===== src/rtl/bank_part_pkg.sv =====
`timescale 1ns/1ps
package bank_part_pkg;

    // number of address bits spent on bank choice
    function automatic int sel_bits(input int nb);
        return (nb > 1) ? $clog2(nb) : 0;
    endfunction

    // register width that stays legal for a single bank
    function automatic int idx_bits(input int nb);
        return (nb > 1) ? $clog2(nb) : 1;
    endfunction

    typedef enum logic [1:0] {
        ACC_IDLE  = 2'b00,
        ACC_WRITE = 2'b01,
        ACC_READ  = 2'b10,
        ACC_BOTH  = 2'b11
    } acc_kind_e;

    function automatic acc_kind_e kind_of(input logic wr, input logic rd);
        return acc_kind_e'({rd, wr});
    endfunction

endpackage


===== src/rtl/bank_part_decode.sv =====
`timescale 1ns/1ps
module bank_part_decode #(
    parameter int ADDR_W    = 10,
    parameter int NUM_BANKS = 4,
    parameter int SEL_W     = 2,
    parameter int IDX_W     = 2
) (
    input  logic                 req,
    input  logic                 ce,
    input  logic [ADDR_W-1:0]    addr,
    output logic [IDX_W-1:0]     idx,
    output logic [NUM_BANKS-1:0] en
);
    logic fire;
    assign fire = req & ce;

    generate
        if (SEL_W == 0) begin : g_single
            assign idx = '0;
        end else begin : g_multi
            assign idx = addr[ADDR_W-1 -: SEL_W];
        end
    endgenerate

    generate
        for (genvar b = 0; b < NUM_BANKS; b++) begin : g_en
            assign en[b] = fire & (idx == IDX_W'(b));
        end
    endgenerate
endmodule


===== src/rtl/bank_part_bank.sv =====
`timescale 1ns/1ps
module bank_part_bank #(
    parameter int LOC_W  = 8,
    parameter int DATA_W = 4
) (
    input  logic              clk,
    input  logic              rst,
    input  logic              we,
    input  logic [LOC_W-1:0]  waddr,
    input  logic [DATA_W-1:0] wdata,
    input  logic              re,
    input  logic [LOC_W-1:0]  raddr,
    output logic [DATA_W-1:0] q
);
    localparam int DEPTH = 1 << LOC_W;

    logic [DATA_W-1:0] mem [DEPTH];

    // read samples the old word; write lands at the same edge
    always_ff @(posedge clk) begin
        if (we) begin
            mem[waddr] <= wdata;
        end
    end

    always_ff @(posedge clk) begin
        if (rst) begin
            q <= '0;
        end else if (re) begin
            q <= mem[raddr];
        end
    end
endmodule


===== src/rtl/bank_part_rdmux.sv =====
`timescale 1ns/1ps
module bank_part_rdmux #(
    parameter int NUM_BANKS = 4,
    parameter int DATA_W    = 4,
    parameter int IDX_W     = 2
) (
    input  logic                        clk,
    input  logic                        rst,
    input  logic                        fire,
    input  logic [IDX_W-1:0]            idx,
    input  logic [NUM_BANKS*DATA_W-1:0] bank_q,
    output logic [DATA_W-1:0]           dout
);
    logic [IDX_W-1:0] idx_q;

    // select follows the data returned by the synchronous banks
    always_ff @(posedge clk) begin
        if (rst) begin
            idx_q <= '0;
        end else if (fire) begin
            idx_q <= idx;
        end
    end

    always_comb begin
        dout = '0;
        for (int b = 0; b < NUM_BANKS; b++) begin
            if (idx_q == IDX_W'(b)) begin
                dout = bank_q[b*DATA_W +: DATA_W];
            end
        end
    end
endmodule


===== src/rtl/bank_part_activity.sv =====
`timescale 1ns/1ps
module bank_part_activity #(
    parameter int NUM_BANKS = 4,
    parameter int CNT_W     = 16
) (
    input  logic                       clk,
    input  logic                       rst,
    input  logic [NUM_BANKS-1:0]       act,
    output logic [NUM_BANKS*CNT_W-1:0] counts
);
    localparam logic [CNT_W-1:0] CNT_MAX = '1;

    generate
        for (genvar b = 0; b < NUM_BANKS; b++) begin : g_cnt
            logic [CNT_W-1:0] cnt;
            always_ff @(posedge clk) begin
                if (rst) begin
                    cnt <= '0;
                end else if (act[b] && cnt != CNT_MAX) begin
                    cnt <= cnt + 1'b1;
                end
            end
            assign counts[b*CNT_W +: CNT_W] = cnt;
        end
    endgenerate
endmodule


===== src/rtl/bank_part_ram.sv =====
`timescale 1ns/1ps
module bank_part_ram
    import bank_part_pkg::*;
#(
    parameter int ADDR_W    = 10,
    parameter int DATA_W    = 4,
    parameter int NUM_BANKS = 4,
    parameter int CNT_W     = 16
) (
    input  logic                       clk,
    input  logic                       rst,
    input  logic                       wr_req,
    input  logic                       wr_ce,
    input  logic [ADDR_W-1:0]          wr_addr,
    input  logic [DATA_W-1:0]          wr_data,
    input  logic                       rd_req,
    input  logic                       rd_ce,
    input  logic [ADDR_W-1:0]          rd_addr,
    output logic [DATA_W-1:0]          rd_data,
    output logic [NUM_BANKS-1:0]       bank_wr_en,
    output logic [NUM_BANKS-1:0]       bank_rd_en,
    output logic [NUM_BANKS*CNT_W-1:0] act_count
);
    localparam int SEL_W = sel_bits(NUM_BANKS);
    localparam int IDX_W = idx_bits(NUM_BANKS);
    localparam int LOC_W = ADDR_W - SEL_W;

    generate
        if (NUM_BANKS < 1 || NUM_BANKS > 4) begin : g_bad_banks
            $error("bank_part_ram: NUM_BANKS must be 1 to 4");
        end
    endgenerate

    logic [IDX_W-1:0]            wr_idx;
    logic [IDX_W-1:0]            rd_idx;
    logic [NUM_BANKS*DATA_W-1:0] bank_q;
    logic [NUM_BANKS-1:0]        bank_act;
    acc_kind_e                   bank_kind [NUM_BANKS];

    bank_part_decode #(
        .ADDR_W(ADDR_W), .NUM_BANKS(NUM_BANKS), .SEL_W(SEL_W), .IDX_W(IDX_W)
    ) u_wr_dec (
        .req(wr_req), .ce(wr_ce), .addr(wr_addr), .idx(wr_idx), .en(bank_wr_en)
    );

    bank_part_decode #(
        .ADDR_W(ADDR_W), .NUM_BANKS(NUM_BANKS), .SEL_W(SEL_W), .IDX_W(IDX_W)
    ) u_rd_dec (
        .req(rd_req), .ce(rd_ce), .addr(rd_addr), .idx(rd_idx), .en(bank_rd_en)
    );

    generate
        for (genvar b = 0; b < NUM_BANKS; b++) begin : g_bank
            bank_part_bank #(.LOC_W(LOC_W), .DATA_W(DATA_W)) u_bank (
                .clk  (clk),
                .rst  (rst),
                .we   (bank_wr_en[b]),
                .waddr(wr_addr[LOC_W-1:0]),
                .wdata(wr_data),
                .re   (bank_rd_en[b]),
                .raddr(rd_addr[LOC_W-1:0]),
                .q    (bank_q[b*DATA_W +: DATA_W])
            );
            assign bank_kind[b] = kind_of(bank_wr_en[b], bank_rd_en[b]);
            assign bank_act[b]  = (bank_kind[b] != ACC_IDLE);
        end
    endgenerate

    bank_part_rdmux #(
        .NUM_BANKS(NUM_BANKS), .DATA_W(DATA_W), .IDX_W(IDX_W)
    ) u_rdmux (
        .clk(clk), .rst(rst), .fire(|bank_rd_en), .idx(rd_idx),
        .bank_q(bank_q), .dout(rd_data)
    );

    bank_part_activity #(.NUM_BANKS(NUM_BANKS), .CNT_W(CNT_W)) u_act (
        .clk(clk), .rst(rst), .act(bank_act), .counts(act_count)
    );
endmodule


===== config.mk =====
export PLATFORM = sky130hd
export DESIGN_NAME = bank_part_ram
export DESIGN_NICKNAME = d
export VERILOG_FILES = /design/src/rtl/bank_part_pkg.sv /design/src/rtl/bank_part_decode.sv /design/src/rtl/bank_part_bank.sv /design/src/rtl/bank_part_rdmux.sv /design/src/rtl/bank_part_activity.sv /design/src/rtl/bank_part_ram.sv
export SDC_FILE = /design/constraint.sdc
export NUM_CORES = 2
export LEC_CHECK = 0
export BUFFER_PORTS_ARGS = -buffer_cell sky130_fd_sc_hd__buf_4
export CORE_MARGIN = 2
export CORE_UTILIZATION = 55
export CTS_CLUSTER_DIAMETER = 30
export DETAILED_ROUTE_END_ITERATION = 8
export PLACE_DENSITY_LB_ADDON = 0.08
export SETUP_SLACK_MARGIN = 0.4
export SLEW_MARGIN = 25
export SYNTH_ARGS = -nofsm -noshare
export SYNTH_HDL_FRONTEND = slang
export SYNTH_HIERARCHICAL = 1
export SYNTH_SLANG_ARGS = --single-unit

===== constraint.sdc =====
create_clock -name clk -period 4.15 [get_ports clk]
set_input_delay 0.2075 -clock clk [delete_from_list [all_inputs] [get_ports clk]]
set_output_delay 0.2075 -clock clk [all_outputs]
set_load 0.01 [all_outputs]

==> run summary <==
The clock skew was 44.8 ps. Once the floorplan was initialized, standard cells occupied 55.3% of the core. The Yosys step of the flow raised 6 warnings.

The path with the worst hold slack has its endpoint at g_bank[3].u_bank/q[1]. Per report_power, the combinational group accounts for 3.7% of the total. In this run the critical register-to-register path is launched from g_bank[3].u_bank/mem[227][2]. The run finished with clean final reports. Post-CTS timing repair inserted 0 buffers for setup.

The run gives 0 as the DRC violation count after routing. The worst setup path is of the primary input to register kind. For the number of failing hold endpoints at the final stage, the log shows 0. In the finished design, the share of the clock period the worst path needs comes to 74.4%. In the final layout, the share of cells above drive strength 1 is 24.5%. Counting cells, the worst reg-to-reg path comes to 7. The net count of the finished layout is 9720.

Summing every instance area after synthesis gives 0.168 sq mm. The CTS buffer count was 745; the minimum clock period after layout was 3090 ps. The number of endpoints failing setup at the final stage is 0.

In the routed layout, each cell is associated on average with a via count of 6.40. The run gives 6 as the number of H-tree levels. The run gives 4 as the maximum clock insertion buffer count. The worst register-to-register path ends at g_bank[3].u_bank/q[2]. The die is 556 um wide. Summing all placed instances gives a cell area of 0.173 sq mm. The root buffer cell chosen for the clock tree is sky130_fd_sc_hd__clkbuf_16. At the pin with the least slew margin, the transition time is 1120 ps.

Global routing used 27.8% of the available tracks. The worst setup path is launched from a primary input. The type of element capturing the critical path is a register.

In this run the vertical extent of the chip is 556 um. Counting instances, the worst hold path has a depth of 5. The worst hold path belongs to the class primary input to register. The logs give 0.891 for the routability-driven placement congestion ratio and 159 for the pin count of the biggest net entering global routing. Buffers inserted to repair hold after CTS numbered 18. The tools report the max-slew violation count as 0. TritonCTS built the clock tree. The switching power came out at 24500 uW. The clock net in this run drives a total of 4178 sinks. The core area was 0.303 sq mm. The area growth from synthesis to layout is 18.9%. The areal power density over the cells works out to 561 mW/mm^2. The tools report the arrival time of data at the critical path endpoint as 4000 ps. The tools report the number of max-cap violations as 0. The placed cell count is 12899, and the fraction of power consumed by sequential logic is 41.5%. The worst slew margin relative to its limit was 25.2%. After routing, the total negative slack on setup checks comes to 0 ps. The run gives 0 as the remaining number of nets flagged by the antenna check after routing. Setup repair after global routing left no endpoint under its margin. Input and output buffers added on the ports amount to 105. For the minimum setup slack among reg-to-reg paths, the log shows 1390 ps. The run gives 6 as the total iterations of the first detailed-routing run. STA puts the critical path data required time at 5070 ps. The run gives 10927 as the number of DRC markers after the initial detailed-route iteration.

For this design the top-level I/O count stands at 106. For this block, the via count after detailed routing is 91688. Startpoint of the worst hold path: rd_req. The first global-routing pass estimated 630000 um of wire. The logs give 20161 for the number of filler cells placed in the layout and 54.8% for the clock group share of total power. The tools report the clock insertion delay at the later pin of the skew report as 1060 ps. Static timing analysis puts the maximum clock frequency at 324 MHz. Dividing the detail-routed wire length by the instance count gives 30.1 um.

Number of antenna violations at the first check in global routing: 20. The floorplan has 202 rows. Total routed wirelength: 431000 um. Summed over all cells, the static leakage comes to 0.0645 uW.

Net switching is 21.9% of the power. The post-route non-filler standard cell count came out at 14319. In this run the worst path has a maximum fanout of 37. The run gives 9041 as the number of standard cells after synthesis. The number of global-route vias before repair was 92582; the post-synthesis area per instance was 18.6 sq um. The maximum vdd ir drop is 0.428 mV, and the clock edge transition at the registers on the reported setup and hold paths is 50 ps. Detailed placement ended at an HPWL of 266000 um. The area enclosed by the die boundary is 0.309 sq mm, and the cell internal power dissipation is 87500 uW. The number of nets in the synthesized netlist is 9075.

Summed over all layers, the global routing overflow is 0. Gates resized during post-CTS repair numbered 0. The finished cells cover 0.199 sq mm.
==> critical path, cell delays in order <==
cell and delay [ps]:
sky130_fd_sc_hd__dlygate4sd3_1 590, sky130_fd_sc_hd__buf_4 610, sky130_fd_sc_hd__buf_4 410, sky130_fd_sc_hd__nand3_1 450
sky130_fd_sc_hd__nor4_1 990, sky130_fd_sc_hd__a211oi_1 170, sky130_fd_sc_hd__nand4_1 180, sky130_fd_sc_hd__a2bb2oi_1 210
sky130_fd_sc_hd__o31ai_1 90
==> through the flow <==
stage	setup WS, ps	hold WS [ps]	power [uW]	utilization [%]
final	1060	103	112000	65.8
after global routing	1120	136	115000	65.8
after CTS	1350	26.3	113000	65.8
after detailed placement	523	497	51400	57.2
after global placement	499	478	51300	57.1
after floorplan	2090	280	49600	-
==> placed cells by master, fill, tap and decap left out, drive strengths merged, types with 143 or more instances in the layout <==
cell / instances
a21oi: 143
buf: 470
clkbuf: 815
clkinv: 316
edfxtp: 4096
mux2i: 585
mux4: 768
nand2: 212
nand3: 165
nor2: 1093
o22ai: 176
==> state kept, by name, summed over array words and instances (netlist names) <==
register,cells
g_bank.u_bank/mem,4096
g_bank.u_bank/q,16
u_act/g_cnt.cnt,64
u_rdmux/idx_q,2
==> worst max path at each step <==
stage,to,cells past startpoint,startpoint,slack [ps]
global placement,g_bank[3].u_bank/q[0],8,rd_addr[4],500
global route,g_bank[1].u_bank/q[0],9,rd_addr[3],1120
finish,g_bank[1].u_bank/q[0],9,rd_addr[3],1060
detailed placement,g_bank[3].u_bank/q[2],8,rd_addr[4],520
floorplan,g_bank[0].u_bank/mem[234][0],6,wr_addr[8],2090
CTS,g_bank[3].u_bank/q[0],9,rd_addr[3],1350
==> layer usage <==
layer  up-vias  GRT usage [%]  wire, um
li1      38578              -         -
met3       829           5.11     37100
met4        10           9.32     14300
met2      4683           44.0    206000
met1     47588           39.2    174000
met5         -              0        69
==> area by class of cell <==
cell class,instances,area [sq um],share of cell area [%]
sequential,4178,125000,62.5
multi-input combinational,4243,39100,19.6
clock buffer,814,19000,9.52
clock inverter,574,6900,3.46
tap,3978,4980,2.50
timing repair buffer,489,4690,2.35
inverter,29,109,0.0546
antenna,14,35.0,0.0176
==> power by group through the flow <==
stage / registers (uW) / clock network (uW) / logic [uW]
after global routing: 46400 / 64100 / 4410
after global placement: 47200 / 0 / 4080
final: 46400 / 61400 / 4180
after floorplan: 47200 / 0 / 2350
after CTS: 46400 / 62100 / 4180
after detailed placement: 47200 / 0 / 4150
No activity file was read; power rests on OpenSTA's default activity.
